### src/rtl/rng_regif_pkg.sv
package rng_regif_pkg;
  parameter int unsigned OFF_CTRL = 'h00;
  parameter int unsigned OFF_DATA = 'h04;
  parameter int unsigned OFF_MODE = 'h08;
  parameter int unsigned EN_BIT   = 0;
  parameter int unsigned VLD_BIT  = 1;
  parameter logic [7:0]  MODE_RUN = 8'h02;
  parameter logic [7:0]  VLD_MASK = 8'h02;
endpackage

### src/rtl/rng_lfsr.sv
module rng_lfsr #(
  parameter int unsigned           W     = 16,
  parameter logic [W-1:0]          SEED  = 16'hACE1,
  parameter logic [W-1:0]          TAPS  = 16'h002D,
  parameter int unsigned           OUT_W = 8
) (
  input  logic             clk_i,
  input  logic             rst_ni,
  output logic [OUT_W-1:0] byte_o,
  output logic             vld_o
);
  logic [W-1:0] state_q;
  logic         fb;

  assign fb = ^(state_q & TAPS);

  always_ff @(posedge clk_i or negedge rst_ni) begin
    if (!rst_ni) state_q <= SEED;
    else         state_q <= {fb, state_q[W-1:1]};
  end

  assign byte_o = state_q[OUT_W-1:0];
  assign vld_o  = |state_q;
endmodule

### src/rtl/rng_addr_decode.sv
module rng_addr_decode
  import rng_regif_pkg::*;
#(
  parameter int unsigned ADDR_W = 12
) (
  input  logic [ADDR_W-1:0] addr_i,
  output logic              sel_ctrl_o,
  output logic              sel_data_o,
  output logic              sel_mode_o
);
  assign sel_ctrl_o = (addr_i == ADDR_W'(OFF_CTRL));
  assign sel_data_o = (addr_i == ADDR_W'(OFF_DATA));
  assign sel_mode_o = (addr_i == ADDR_W'(OFF_MODE));
endmodule

### src/rtl/rng_regif.sv
module rng_regif
  import rng_regif_pkg::*;
#(
  parameter int unsigned ADDR_W = 12,
  parameter int unsigned LFSR_W = 16,
  parameter logic [LFSR_W-1:0] SEED = 16'hACE1,
  parameter logic [LFSR_W-1:0] TAPS = 16'h002D
) (
  input  logic              clk_i,
  input  logic              rst_ni,
  input  logic [ADDR_W-1:0] addr_i,
  input  logic              wr_en_i,
  input  logic [7:0]        wdata_i,
  input  logic              rd_en_i,
  output logic [7:0]        rdata_o,
  output logic              err_o
);
  logic [7:0] ctrl_q, ctrl_d, data_q, data_d, mode_q, mode_d, rdata_d;
  logic       err_d, active, rd_go;
  logic       sel_ctrl, sel_data, sel_mode;
  logic [7:0] src_byte;
  logic       src_vld;

  rng_lfsr #(.W(LFSR_W), .SEED(SEED), .TAPS(TAPS), .OUT_W(8)) u_src (
    .clk_i  (clk_i),
    .rst_ni (rst_ni),
    .byte_o (src_byte),
    .vld_o  (src_vld)
  );

  rng_addr_decode #(.ADDR_W(ADDR_W)) u_dec (
    .addr_i     (addr_i),
    .sel_ctrl_o (sel_ctrl),
    .sel_data_o (sel_data),
    .sel_mode_o (sel_mode)
  );

  assign active = ctrl_q[EN_BIT] && (mode_q == MODE_RUN);
  assign rd_go  = rd_en_i && !wr_en_i;  // write wins

  always_comb begin
    ctrl_d  = ctrl_q;
    data_d  = data_q;
    mode_d  = mode_q;
    rdata_d = '0;
    err_d   = 1'b0;
    if (wr_en_i) begin
      if (sel_ctrl)      ctrl_d = (wdata_i & ~VLD_MASK) | (ctrl_q & VLD_MASK);
      else if (sel_mode) mode_d = wdata_i;
      else               err_d  = 1'b1;
    end else if (rd_go) begin
      if (sel_ctrl) begin
        if (!active) begin
          ctrl_d[VLD_BIT] = 1'b0;
        end else if (!ctrl_q[VLD_BIT] && src_vld) begin
          data_d          = src_byte;
          ctrl_d[VLD_BIT] = 1'b1;
        end
        rdata_d = ctrl_d;
      end else if (sel_data) begin
        rdata_d = data_q;
        if (active && ctrl_q[VLD_BIT]) ctrl_d[VLD_BIT] = 1'b0;
      end else if (sel_mode) begin
        rdata_d = mode_q;
      end else begin
        err_d = 1'b1;
      end
    end
  end

  always_ff @(posedge clk_i or negedge rst_ni) begin
    if (!rst_ni) begin
      ctrl_q  <= '0;
      data_q  <= '0;
      mode_q  <= '0;
      rdata_o <= '0;
      err_o   <= 1'b0;
    end else begin
      ctrl_q  <= ctrl_d;
      data_q  <= data_d;
      mode_q  <= mode_d;
      rdata_o <= rdata_d;
      err_o   <= err_d;
    end
  end
endmodule

### config.mk
export PLATFORM = sky130hd
export DESIGN_NAME = rng_regif
export DESIGN_NICKNAME = d
export VERILOG_FILES = /design/src/rtl/rng_regif_pkg.sv /design/src/rtl/rng_lfsr.sv /design/src/rtl/rng_addr_decode.sv /design/src/rtl/rng_regif.sv
export SDC_FILE = /design/constraint.sdc
export NUM_CORES = 1
export LEC_CHECK = 0
export ABC_AREA = 1
export BUFFER_PORTS_ARGS = -buffer_cell sky130_fd_sc_hd__buf_2
export CAP_MARGIN = 20
export CORE_ASPECT_RATIO = 0.5
export CORE_MARGIN = 3
export CORE_UTILIZATION = 55
export CTS_CLUSTER_DIAMETER = 40
export DETAILED_ROUTE_END_ITERATION = 8
export PLACE_DENSITY_LB_ADDON = 0.1
export SLEW_MARGIN = 10
export SYNTH_ARGS = -nofsm -noshare
export SYNTH_HDL_FRONTEND = slang
export SYNTH_SLANG_ARGS = --single-unit
### constraint.sdc
create_clock -name clk_i -period 1.8 [get_ports clk_i]
set_clock_uncertainty 0.1 [all_clocks]
set_input_delay 0.18 -clock clk_i [delete_from_list [all_inputs] [get_ports clk_i]]
set_output_delay 0.18 -clock clk_i [all_outputs]
set_load 0.02 [all_outputs]
Yosys cells after proc, flatten, opt, wreduce, memory -nomap -nowiden:

Index checks and enable logic that the tools add are counted.
W data, S select, Z words.

* bits in registers: 49
* latch bits: 0
* memory bits (writable): 0
* memory bits (read-only): 0
* bits of input ports: 24
* output and inout port bits: 9
* word-level logic and storage cells: 49
* memories kept: 0

* $add $sub $neg: 0
* $mul: 0
* divide/modulo/power cells: 0
* order comparisons: 0
* equal/unequal tests: 4
* shift operators: 0
* muxes and demuxes: 19
* bitwise operators: 3
* reduce and logical (&&, ||, !) cells: 16

Operators with widths (count)
* $mux W8: 5
* $reduce_or A16 Y1: 1
* $reduce_xor A16 Y1: 1
* $mux W1: 13
* $eq A12 B3 Y1 const B: 1
* $eq A12 B4 Y1 const B: 1
* $logic_not A12 Y1: 1
* $eq A8 B2 Y1 const B: 1
* $or A8 B2 Y8: 1
* $reduce_bool A2 Y1: 3
* $reduce_and A5 Y1: 1
* $logic_and A1 B1 Y1: 4
* $reduce_and A4 Y1: 1
* $reduce_and A3 Y1: 1
* $logic_not A1 Y1: 2
* $mux W2: 1
* $ne A2 B1 Y1 const B: 1
* $not A1 Y1: 2
* $reduce_and A2 Y1: 1

Longest topological paths before layout:

* depth after elaboration: 8
* mapped depth: 9

By module:

A second synthesis with hierarchy kept.

* cells, all modules: 239
* area total of the unflattened synthesis: 2178.3 um^2

By module, submodules not included
* rng_regif: instances 1, cells each 163, area each 1498.9 um^2, sequential area each 825.8 um^2
* rng_lfsr: instances 1, cells each 52, area each 585.6 um^2, sequential area each 410.4 um^2
* rng_addr_decode: instances 1, cells each 24, area each 93.8 um^2, sequential area each 0.0 um^2

Worst setup path after synthesis:

No wires, ideal clock.

* path type: flip-flop to flip-flop
* from: register u_src.state_q[5]
* to: register data_q[0]
* arrival: 1197 ps
* required time: 1635 ps
* slack: 438 ps
* stages on the path, launching flop included: 9
* path buffers: 0
* period minus slack after synthesis: 1362 ps
* cells stage by stage: dfstp_2 > inv_1 > nand3_1 > nor2_1 > nand2_1 > nand3_2 > nor2_4 > nand2_1 > nand2_1

* word-level cells in the longest chain between the ends: 3

Ends and longest elaborated chain
* start: declaration: line rng_lfsr.sv:12 `logic [W-1:0] state_q;`
* start signal: assignment: line rng_lfsr.sv:19 `else state_q <= {fb, state_q[W-1:1]};`
* $reduce_or A16 Y1: line rng_lfsr.sv:23 `assign vld_o = |state_q;`
* $logic_and A1 B1 Y1: line rng_regif.sv:55 `end else if (!ctrl_q[VLD_BIT] && src_vld) begin`
* $reduce_and A5 Y1 (no source line)
* end signal: assignment: line rng_regif.sv:80 `data_q <= data_d;`
* end: declaration: line rng_regif.sv:18 `logic [7:0] ctrl_q, ctrl_d, data_q, data_d, mode_q, mode_d, rdata_d;`

No other way between the ends.
A chain may end at the register's enable or synchronous reset.

Final worst setup path:

* from: register mode_q[2]
* to: register data_q[5]

* word-level cells in the longest chain between the ends: 3

Ends and longest elaborated chain
* start: declaration: line rng_regif.sv:18
* start signal: assignment: line rng_regif.sv:81 `mode_q <= mode_d;`
* $eq A8 B2 Y1: line rng_regif.sv:38 `assign active = ctrl_q[EN_BIT] && (mode_q == MODE_RUN);`
* $logic_and A1 B1 Y1: line rng_regif.sv:38
* $reduce_and A5 Y1 (no source line)

No other way between the ends.

==> results.json <==
{
  "slew_headroom": 0.674,
  "synth_cell_types": 30,
  "start_util": 0.605,
  "hold_buffers": 1,
  "clkSlewWorstSetupHoldPaths_ns": 0.09,
  "fp-row-count": 15,
  "yosysTopAreaCell": "dfrtp_1",
  "grt_overflow": 0,
  "reg2regPathDepth": 7,
  "pwr-share-seq": 0.606,
  "die_x_um": 95.5,
  "startpoint_type": "register",
  "async_reset_ff_frac": 1.00,
  "die_area_sq_um": 4850,
  "final_cell_area_sq_um": 2510,
  "ys.flop_type": "dfrtp_1",
  "rsz0062_at_grt": "false",
  "clkPwrFrac": 0.338,
  "portBuffers": 32,
  "drt_first_pass_iters": 4,
  "vias_per_cell": 4.95,
  "p_int_uw": 1410,
  "synth_area_leaders": "dfrtp_1 47%, dfstp_2 9.5%, nand2_1 8.7%, inv_1 5.1%, nor2_1 4.1%",
  "cts_htree_levels": 2,
  "yosys_warnings": 0,
  "crit_family": "simple AND/OR/NAND/NOR gates",
  "dpl.cell_count": 314,
  "grt_max_degree": 22,
  "die_h_um": 50.8,
  "cts_buffer_depth": 2,
  "synth_top_area_share": 0.466,
  "ys_seq_area_frac": 0.561,
  "areaGrowthSynthToFinish_pct": 14.0,
  "crit_path_top_delay_cell": "dfrtp_1",
  "drv_cap": 0,
  "ctsResizeCount": 0,
  "slew_viol_final": 0,
  "cts_buffers": 5,
  "layout-drive-gt1-share": 0.246,
  "syn_inst": 233,
  "n_antenna_cell": 0,
  "leakagePower_uw": 0.00142,
  "critPathKind": "register to register",
  "irDropWorstVdd_mv": 0.522,
  "ant_nets": 0,
  "status": "completed",
  "p_comb_frac": 0.057,
  "pin_count": 33,
  "root_buffer": "clkbuf_8",
  "setup_viol": 0,
  "switching_share": 0.226,
  "p_sw_uw": 412,
  "ys_ff_latch": 49,
  "fin_tns_setup_ns": 0,
  "pwr_density_cell_nw_per_um2": 727,
  "routed_wl_um": 4160,
  "worstPathArrival_ns": 1.72,
  "power_uw": 1830,
  "cts_setup_buffers": 0,
  "holdCritPathClass": "input pin to register",
  "drc": 0,
  "cts.sinks": 49,
  "antenna_found_initial": 0,
  "synth_nets": 258,
  "timing.final.crit_share": 0.881,
  "clock.fmax_ghz": 0.630,
  "placed_cell_area_sq_um": 2420,
  "reg2reg_from": "mode_q[2]",
  "fin_crit_ns": 1.59,
  "wl_per_cell_um": 12.9,
  "clk_latency_ns": 0.30,
  "cts_tree": "built",
  "cp_common_cell": "nand2_1",
  "grt_first_pass_wirelength_um": 7090,
  "worstPathRequired_ns": 1.94,
  "cp-endpoint": "data_q[5]",
  "vias": 1600,
  "stdcell_count": 323,
  "reg2reg_slack_ns": 0.21,
  "grt_usage": 0.199,
  "core-area_sq_um": 3640,
  "worst_slew_pin_slew_ns": 0.489,
  "critPathCaptureType": "register",
  "synth_edf_count": 0,
  "first_iter_violations": 106,
  "syn_area_sq_um": 2200,
  "r2r-end": "data_q[5]",
  "slowest_delay_ns": 0.41,
  "hold_viol_final": 0,
  "crit_chain": "nor2_1 > nand4_1 > inv_1 > nand3_2 > nor2_4 > nand2_1 > nand2_1",
  "cp.buffers_inverters": 1,
  "cp_num_cells": 7,
  "whs_ns": 0.0237,
  "gp_congestion": 0.810,
  "worstPathMaxFanout": 9,
  "nNetsFinal": 296,
  "grt_pass1_vias": 1473,
  "dp_hpwl_um": 3080,
  "cp-startpoint": "mode_q[2]",
  "synth.avg_cell_area_sq_um": 9.46
}
==> power by group through the flow <==
| stage | registers [uW] | logic, uW | clock network (uW) |
|---|---|---|---|
| floorplan | 1130 | 36.5 | 0 |
| CTS | 1110 | 106 | 636 |
| global placement | 1130 | 101 | 0 |
| global route | 1110 | 117 | 692 |
| detailed placement | 1130 | 104 | 0 |
| finish | 1110 | 104 | 616 |
==> synth_stat cells, types with 2 or more instances <==
master     n
nand2_4    2
nor2_1    24
o21ai_0    6
nand2_2    2
inv_2      3
nor2_4     2
nand3_2    2
dfstp_2    8
buf_6      2
a21oi_1    2
nand3_1   12
nand2_1   51
o21bai_1   7
nor2_8     3
dfrtp_1   41
o21a_1     7
inv_1     30
o21ai_1   17
==> routing by layer <==
layer / part of all wire / track usage / up-vias
met5: 0 / 0 / -
met4: 0.013 / 0.0708 / 0
met3: 0.077 / 0.0659 / 7
met2: 0.44 / 0.273 / 41
met1: 0.47 / 0.291 / 737
li1: - / - / 815
==> worst register-to-register path: cells and delay by family, from the launching register on <==
kind / cells / cell delay, ns
buffers and inverters: 1 / 0.11
DFF: 1 / 0.41
and+or+nand+nor: 6 / 0.91
==> cell usage in the layout, fill, tap and decap left out, types with 2 or more instances in the layout <==
cell      count
nand2_1      51
o21a_1        7
inv_2         3
o21ai_0       6
nand2_4       2
inv_1        30
buf_2        32
dfrtp_1      41
nand3_1      12
a21oi_1       2
nor2_8        3
nor2_4        2
clkinv_2      2
nand3_2       2
o21ai_1      17
o21bai_1      7
dfstp_2       8
clkbuf_8      5
nor2_1       24
nand2_2       2
==> worst min path at each step <==
| stage | start | endpoint | cells after the start |
|---|---|---|---|
| detailed placement | rst_ni | rdata_o[2] | 1 |
| CTS | wdata_i[7] | mode_q[7] | 3 |
| finish | wdata_i[3] | mode_q[3] | 3 |
| floorplan | rst_ni | ctrl_q[0] | 0 |
| global placement | rst_ni | rdata_o[2] | 1 |
| global route | wdata_i[7] | mode_q[7] | 3 |
==> through the flow <==
| stage | utilization | worst slack [ns] |
|---|---|---|
| global placement | 0.665 | 0.213 |
| CTS | 0.690 | 0.201 |
| global route | 0.690 | 0.0260 |
| floorplan | - | 0.438 |
| finish | 0.690 | 0.213 |
| detailed placement | 0.665 | 0.160 |
==> sequential cells by signal, indices dropped and copies added (netlist names) <==
register       flops
data_q             8
u_src.state_q     16
rdata_o            8
ctrl_q             8
err_o              1
mode_q             8
==> cells by family after synthesis <==
kind of cell             after synthesis  share of synthesized area
AND/OR/NAND/NOR                      103                      0.242
flip-flops                            49                      0.561
AO/OA/AOI/OAI                         41                      0.111
buffers and inverters                 37                     0.0721
XOR/XNOR                               2                    0.00795
adder cells (fa/ha/maj)                1                    0.00568
==> layout make-up <==
class                           count  area [sq um]
Clock buffer                        6          72.6
Clock inverter                      2          10.0
Fill cell                         286          1130
Inverter                           33           124
Multi-Input combinational cell    147           808
Sequential cell                    49          1240
Tap cell                           51          63.8
Timing Repair Buffer               35           198
(Power assumes the default switching activity.)
